==> src/rtl/pipemax_pkg.sv <==
package pipemax_pkg;

  // Number of register stages implied by a per-level schedule.
  function automatic int sched_latency(input logic [31:0] sched, input int depth);
    int n;
    n = 0;
    for (int i = 0; i < depth; i++) begin
      if (sched[i]) n++;
    end
    return n;
  endfunction

endpackage

==> src/rtl/pipemax_node.sv <==
module pipemax_node #(
  parameter int DATA_W = 8
) (
  input  logic [DATA_W-1:0] a,
  input  logic [DATA_W-1:0] b,
  output logic [DATA_W-1:0] y
);

  // Unsigned compare; on a tie the left operand is forwarded.
  assign y = (a >= b) ? a : b;

endmodule

==> src/rtl/pipemax_level.sv <==
module pipemax_level #(
  parameter int DATA_W = 8,
  parameter int N_IN   = 2,
  parameter bit REG    = 1'b1
) (
  input  logic                       clk,
  input  logic                       rst,
  input  logic [N_IN*DATA_W-1:0]     in_bus,
  input  logic                       in_vld,
  output logic [(N_IN/2)*DATA_W-1:0] out_bus,
  output logic                       out_vld
);

  localparam int N_OUT = N_IN / 2;

  logic [N_OUT*DATA_W-1:0] cmp;

  for (genvar j = 0; j < N_OUT; j++) begin : g_node
    pipemax_node #(.DATA_W(DATA_W)) u_node (
      .a (in_bus[(2*j)*DATA_W +: DATA_W]),
      .b (in_bus[(2*j+1)*DATA_W +: DATA_W]),
      .y (cmp[j*DATA_W +: DATA_W])
    );
  end

  if (REG) begin : g_reg
    always_ff @(posedge clk) begin
      if (rst) begin
        out_bus <= '0;
        out_vld <= 1'b0;
      end else begin
        out_bus <= cmp;
        out_vld <= in_vld;
      end
    end
  end else begin : g_comb
    logic unused_clkrst;
    assign unused_clkrst = clk ^ rst;
    assign out_bus = cmp;
    assign out_vld = in_vld;
  end

endmodule

==> src/rtl/pipemax_tree.sv <==
module pipemax_tree #(
  parameter int               DATA_W = 8,
  parameter int               DEPTH  = 3,
  parameter logic [DEPTH-1:0] SCHED  = 3'b101
) (
  input  logic                           clk,
  input  logic                           rst,
  input  logic [(1<<DEPTH)*DATA_W-1:0]   in_words,
  input  logic                           in_vld,
  output logic [DATA_W-1:0]              max_o,
  output logic                           max_vld
);

  localparam int LEAVES = 1 << DEPTH;
  localparam int LAT    = pipemax_pkg::sched_latency(32'(SCHED), DEPTH);

  for (genvar l = 1; l <= DEPTH; l++) begin : g_lvl
    localparam int N_IN = LEAVES >> (l - 1);

    logic [N_IN*DATA_W-1:0]     d;
    logic                       dv;
    logic [(N_IN/2)*DATA_W-1:0] q;
    logic                       qv;

    if (l == 1) begin : g_src_in
      assign d  = in_words;
      assign dv = in_vld;
    end else begin : g_src_prev
      assign d  = g_lvl[l-1].q;
      assign dv = g_lvl[l-1].qv;
    end

    pipemax_level #(
      .DATA_W (DATA_W),
      .N_IN   (N_IN),
      .REG    (SCHED[l-1])
    ) u_level (
      .clk     (clk),
      .rst     (rst),
      .in_bus  (d),
      .in_vld  (dv),
      .out_bus (q),
      .out_vld (qv)
    );
  end

  assign max_o   = g_lvl[DEPTH].q;
  assign max_vld = g_lvl[DEPTH].qv;

  initial begin
    if (DEPTH < 1 || DEPTH > 31) $error("pipemax_tree: DEPTH out of range");
    if (LAT > DEPTH) $error("pipemax_tree: bad latency");
  end

endmodule

==> config.mk <==
export PLATFORM = sky130hd
export DESIGN_NAME = pipemax_tree
export DESIGN_NICKNAME = d
export VERILOG_FILES = /design/src/rtl/pipemax_pkg.sv /design/src/rtl/pipemax_node.sv /design/src/rtl/pipemax_level.sv /design/src/rtl/pipemax_tree.sv
export SDC_FILE = /design/constraint.sdc
export NUM_CORES = 1
export LEC_CHECK = 0
export BUFFER_PORTS_ARGS = -buffer_cell sky130_fd_sc_hd__buf_2
export CORE_ASPECT_RATIO = 1.5
export CORE_UTILIZATION = 35
export CTS_CLUSTER_DIAMETER = 100
export DETAILED_ROUTE_END_ITERATION = 7
export MAX_ROUTING_LAYER = met4
export PLACE_DENSITY = 0.63
export SYNTH_ARGS = -nofsm -noshare
export SYNTH_HDL_FRONTEND = slang
export SYNTH_SLANG_ARGS = --single-unit
export TNS_END_PERCENT = 30
==> constraint.sdc <==
create_clock -name clk -period 3.7 [get_ports clk]
set_input_delay 0.185 -clock clk [delete_from_list [all_inputs] [get_ports clk]]
set_output_delay 0.185 -clock clk [all_outputs]
set_load 0.1 [all_outputs]
# Yosys cells after proc, flatten, opt, wreduce, memory -nomap -nowiden
# Index checks and enable logic that the tools add are counted.
# totals
inputBits,67
regBits,42
output_inout_bits,9
# classes
magnitude_cmp,7
mux,7
# ops
cell,n
$ge A8 B8 Y1,7
$mux W8,7

# Logic depth before layout (Yosys ltp)
# logic_depth
word_depth,4
depth_mapped,12
mapped_depth_nobuf,12

# Cells and area by module
# A second synthesis with hierarchy kept.
# unflattened
cells_unflattened,326
area_unflattened_um2,3244.4
# by_module_without_submodules
module,instances,area_per_inst_um2,cells_each
pipemax_node,7,301.5,34
pipemax_level at g_lvl[1].u_level,1,889.6,69
pipemax_level at g_lvl[3].u_level,1,236.5,18
pipemax_level at g_lvl[2].u_level,1,7.5,1

# Least setup slack after synthesis
# No wires, ideal clock.
# synth_path
path_type,register to register
startpoint,register g_lvl[1].u_level.out_bus[0]
endpoint,register g_lvl[3].u_level.out_bus[1]
t_arrival_ns,2.788
path_stages_with_launch,13
period_less_slack_ns,2.859
setup_time_ns,0.070
setup_slack_ns,0.841
path_cell_list,dfxtp_1 > inv_1 > ha_1 > nor3b_2 > o21ai_1 > a21oi_4 > mux2_2 > ha_1 > a211oi_2 > o21ai_1 > a211oi_2 > or2b_4 > o2bb2ai_1
# synth_between
elab_chain_cells,4
# synth_rtl
element,line_no,source
start: declaration,pipemax_level.sv:10,"output logic [(N_IN/2)*DATA_W-1:0] out_bus,"
start signal: assignment,pipemax_level.sv:32,out_bus <= cmp;
$ge A8 B8 Y1,pipemax_node.sv:10,assign y = (a >= b) ? a : b;
$mux W8 (*),pipemax_node.sv:10,
$ge A8 B8 Y1,pipemax_node.sv:10,
$mux W8 (*),pipemax_node.sv:10,
end signal: assignment,pipemax_level.sv:32,
end: declaration,pipemax_level.sv:10,
# Mark *: on every way between the ends. The rest lies on a longest branch, timed or not.
# A chain may end at the register's enable or synchronous reset.

# Final worst setup path
# layout_path
startpoint,register g_lvl[1].u_level.out_bus[13]
endpoint,register g_lvl[3].u_level.out_bus[1]
# The elaborated chain is that of the path after synthesis.

==> summary.txt <==
Setup TNS Final: 0 ns
FP Rows: 42
HP Class: in -> reg
Total GRT Usage: 0.137
Element type at the critical path start: register
Synth Register Bits: 42
Comb power frac: 0.415
R2r startpoint: g_lvl[1].u_level.out_bus[13]$_SDFF_PP0_
Initial Utilization: 0.365
Drt first-iter violations: 62
Die footprint: 0.00972 mm2
RSZ-0062 raised after global routing: false
Gp weighted congestion: 0.857
Worst slew margin: 0.456
Root Buffer: clkbuf_16
Outcome: finished clean
Fraction of layout cells with a size suffix above 1: 0.237
Hold Slack: 0.121 ns
R2R setup slack: 0.50 ns
H-tree Lvls: 2
Post-Route WL: 6.13 mm
CP required: 3.90 ns
Netlist Area Pre-Place: 0.00326 mm2
Worst Setup SP: g_lvl[1].u_level.out_bus[13]$_SDFF_PP0_
Post-route cell area: 0.00389 mm2
Sequential fraction of design power: 0.307
Grt ovf: 0
First-pass GRT wire length: 10.2 mm
Yosys cell types: 27
Hold Buf Count CTS: 0
Leak Pwr: 2.08 nW
Final Max Tran Viols: 0
Routed WL per cell: 11.4 um
CTS tree: built
Fmax achieved: 313 MHz
Vias per cell: 4.71
Sequential cell area: 841 um2
Final Hold Violating Endpoints: 0
Syn_area_per_cell: 9.21 um2
Cell Int Power: 1.11 mW
Clk slew on worst S/H paths: 0.06 ns
CP arrival: 3.40 ns
Crit. End Element: register
Nets: 548
Resize count post-CTS: 0
Largest net degree at the start of global routing: 71
CP Class: reg -> reg
Tmin final: 3.20 ns
I/O pin cnt: 76
VDD IR max: 410 uV
Sequential share of the synthesized area: 0.258
Die Wd: 80.8 um
Syn nets: 477
I/O Buffers: 75
CP endpoint: g_lvl[3].u_level.out_bus[1]$_SDFF_PP0_
Hpwl dp: 5.24 mm
Sw Pwr: 0.652 mW
Vias in the first global route: 2484
PnR Total Power: 1.76 mW
TritonCTS Buffers: 5
Final setup fails: 0
Setup Skew: 0.00224 ns
Antenna-violating nets left: 0
# fillers: 930
Crit-path max FO: 8
Switch share: 0.371
Part of the power in the clock network: 0.279
Most common library cell in the layout ignoring fill and taps: buf_2
Capturing point of the worst reg2reg path: g_lvl[3].u_level.out_bus[1]$_SDFF_PP0_
Die height: 120 um
Fin crit share: 0.864
Later-pin clock latency in the skew report: 0.28 ns
Area of the multi-input gates: 0.00218 mm2
Synth warn: 0
P&R area growth vs syn: 19.2%
Vias: 2525
Ant diodes: 0
Power Density: 453 mW/mm2
Remaining DRCs: 0
Post-synthesis cell count: 354
Setup bufs post-CTS: 0
Placed Area: 0.00372 mm2
Worst-case clock buffer depth: 2
Clk sinks: 42
R2R cell count: 12
Initial antenna violation count: 0
Most frequent cells in the layout: buf_2 (75), nand2b_1 (68), ha_1 (56), inv_1 (48), dfxtp_1 (42)
First-pass iteration count of the detailed router: 6
Core Region: 0.00893 mm2
Max-cap viol count: 0
Actual slew at the worst max-slew pin: 0.815 ns
per-stage QoR:
step                      cells   util  setup WS (ns)
after CTS                   536  0.435          0.516
after global placement      528  0.416          0.691
after global routing        536  0.435          0.327
after floorplan             354      -          0.841
after detailed placement    528  0.416          0.547
final                       536  0.435          0.502
synth_stat cells:
| cell type | count | share of area |
|---|---|---|
| mux2i_1 | 40 | 0.12 |
| dfxtp_1 | 42 | 0.26 |
| nand2b_1 | 68 | 0.13 |
| o2bb2ai_1 | 8 | 0.021 |
| o31a_1 | 4 | 0.011 |
| nor3_2 | 2 | 0.0061 |
| o21ai_0 | 5 | 0.0077 |
| nor3b_2 | 1 | 0.0038 |
| nand4_1 | 5 | 0.0096 |
| a21oi_1 | 8 | 0.012 |
| nor2_1 | 12 | 0.014 |
| nand2_1 | 5 | 0.0058 |
| nor2b_1 | 4 | 0.0077 |
| or2b_4 | 1 | 0.0035 |
| clkbuf_1 | 7 | 0.0081 |
| mux2_4 | 4 | 0.018 |
| ha_1 | 56 | 0.21 |
| buf_4 | 4 | 0.0092 |
| a211oi_1 | 4 | 0.0092 |
| mux2_2 | 4 | 0.014 |
| a21oi_4 | 2 | 0.010 |
| a21o_1 | 12 | 0.028 |
| a211oi_2 | 3 | 0.012 |
| o21ai_1 | 3 | 0.0046 |
| nor3b_1 | 1 | 0.0023 |
| or2_2 | 1 | 0.0019 |
| inv_1 | 48 | 0.055 |
how the worst min path moves through the flow:
stage                     startpoint                             endpoint  slack (ns)  depth (start not counted)
after floorplan               in_vld  g_lvl[1].u_level.out_vld$_SDFF_PP0_        0.31                          1
final                         in_vld  g_lvl[1].u_level.out_vld$_SDFF_PP0_        0.12                          2
after global placement        in_vld  g_lvl[1].u_level.out_vld$_SDFF_PP0_        0.40                          2
after CTS                     in_vld  g_lvl[1].u_level.out_vld$_SDFF_PP0_        0.12                          2
after detailed placement      in_vld  g_lvl[1].u_level.out_vld$_SDFF_PP0_        0.41                          2
after global routing          in_vld  g_lvl[1].u_level.out_vld$_SDFF_PP0_        0.13                          2
layout make-up:
class	count	share of cell area
multi-input cells	253	0.562
well taps	110	0.0354
inverters	48	0.0463
flip-flops and latches	42	0.216
clock buffers	5	0.0322
repair buffers	75	0.0966
clock inverters	3	0.0113
per-layer routing:
metal | GRT usage | up-vias | routed length [um]
met5 | - | - | 0
met4 | 0.0402 | 0 | 70
met3 | 0.0204 | 6 | 208
met2 | 0.243 | 42 | 3160
met1 | 0.154 | 1137 | 2700
li1 | - | 1340 | -
kinds of logic after synthesis:
kind of cell	Yosys count	share of synthesized area
DFF	42	0.258
AOI/OAI and AO/OA	49	0.115
buffers and inverters	59	0.0725
adders and majority gates	56	0.215
muxes	48	0.155
and+or+nand+nor	100	0.185
critical path: stages, from the launching register on:
cell	delay, ns
dfxtp_1	0.34
inv_1	0.05
ha_1	0.28
a21oi_1	0.15
o21ai_0	0.16
a21oi_4	0.33
mux2_2	0.41
ha_1	0.33
a211oi_2	0.22
o21ai_1	0.10
a211oi_2	0.26
or2b_4	0.34
o2bb2ai_1	0.15
sequential cells by signal, summed over array words and instances (netlist names):
signal / count
g_lvl.u_level.out_vld: 2
g_lvl.u_level.out_bus: 40
power groups by stage:
stage | clock [mW] | combinational (mW) | sequential [mW]
6_report | 0.490 | 0.729 | 0.540
5_1_grt | 0.519 | 0.798 | 0.546
4_1_cts | 0.503 | 0.736 | 0.541
3_5_place_dp | 0 | 0.731 | 0.551
3_3_place_gp | 0 | 0.716 | 0.551
2_1_floorplan | 0 | 0.407 | 0.725
No activity file was read; power rests on OpenSTA's default activity.
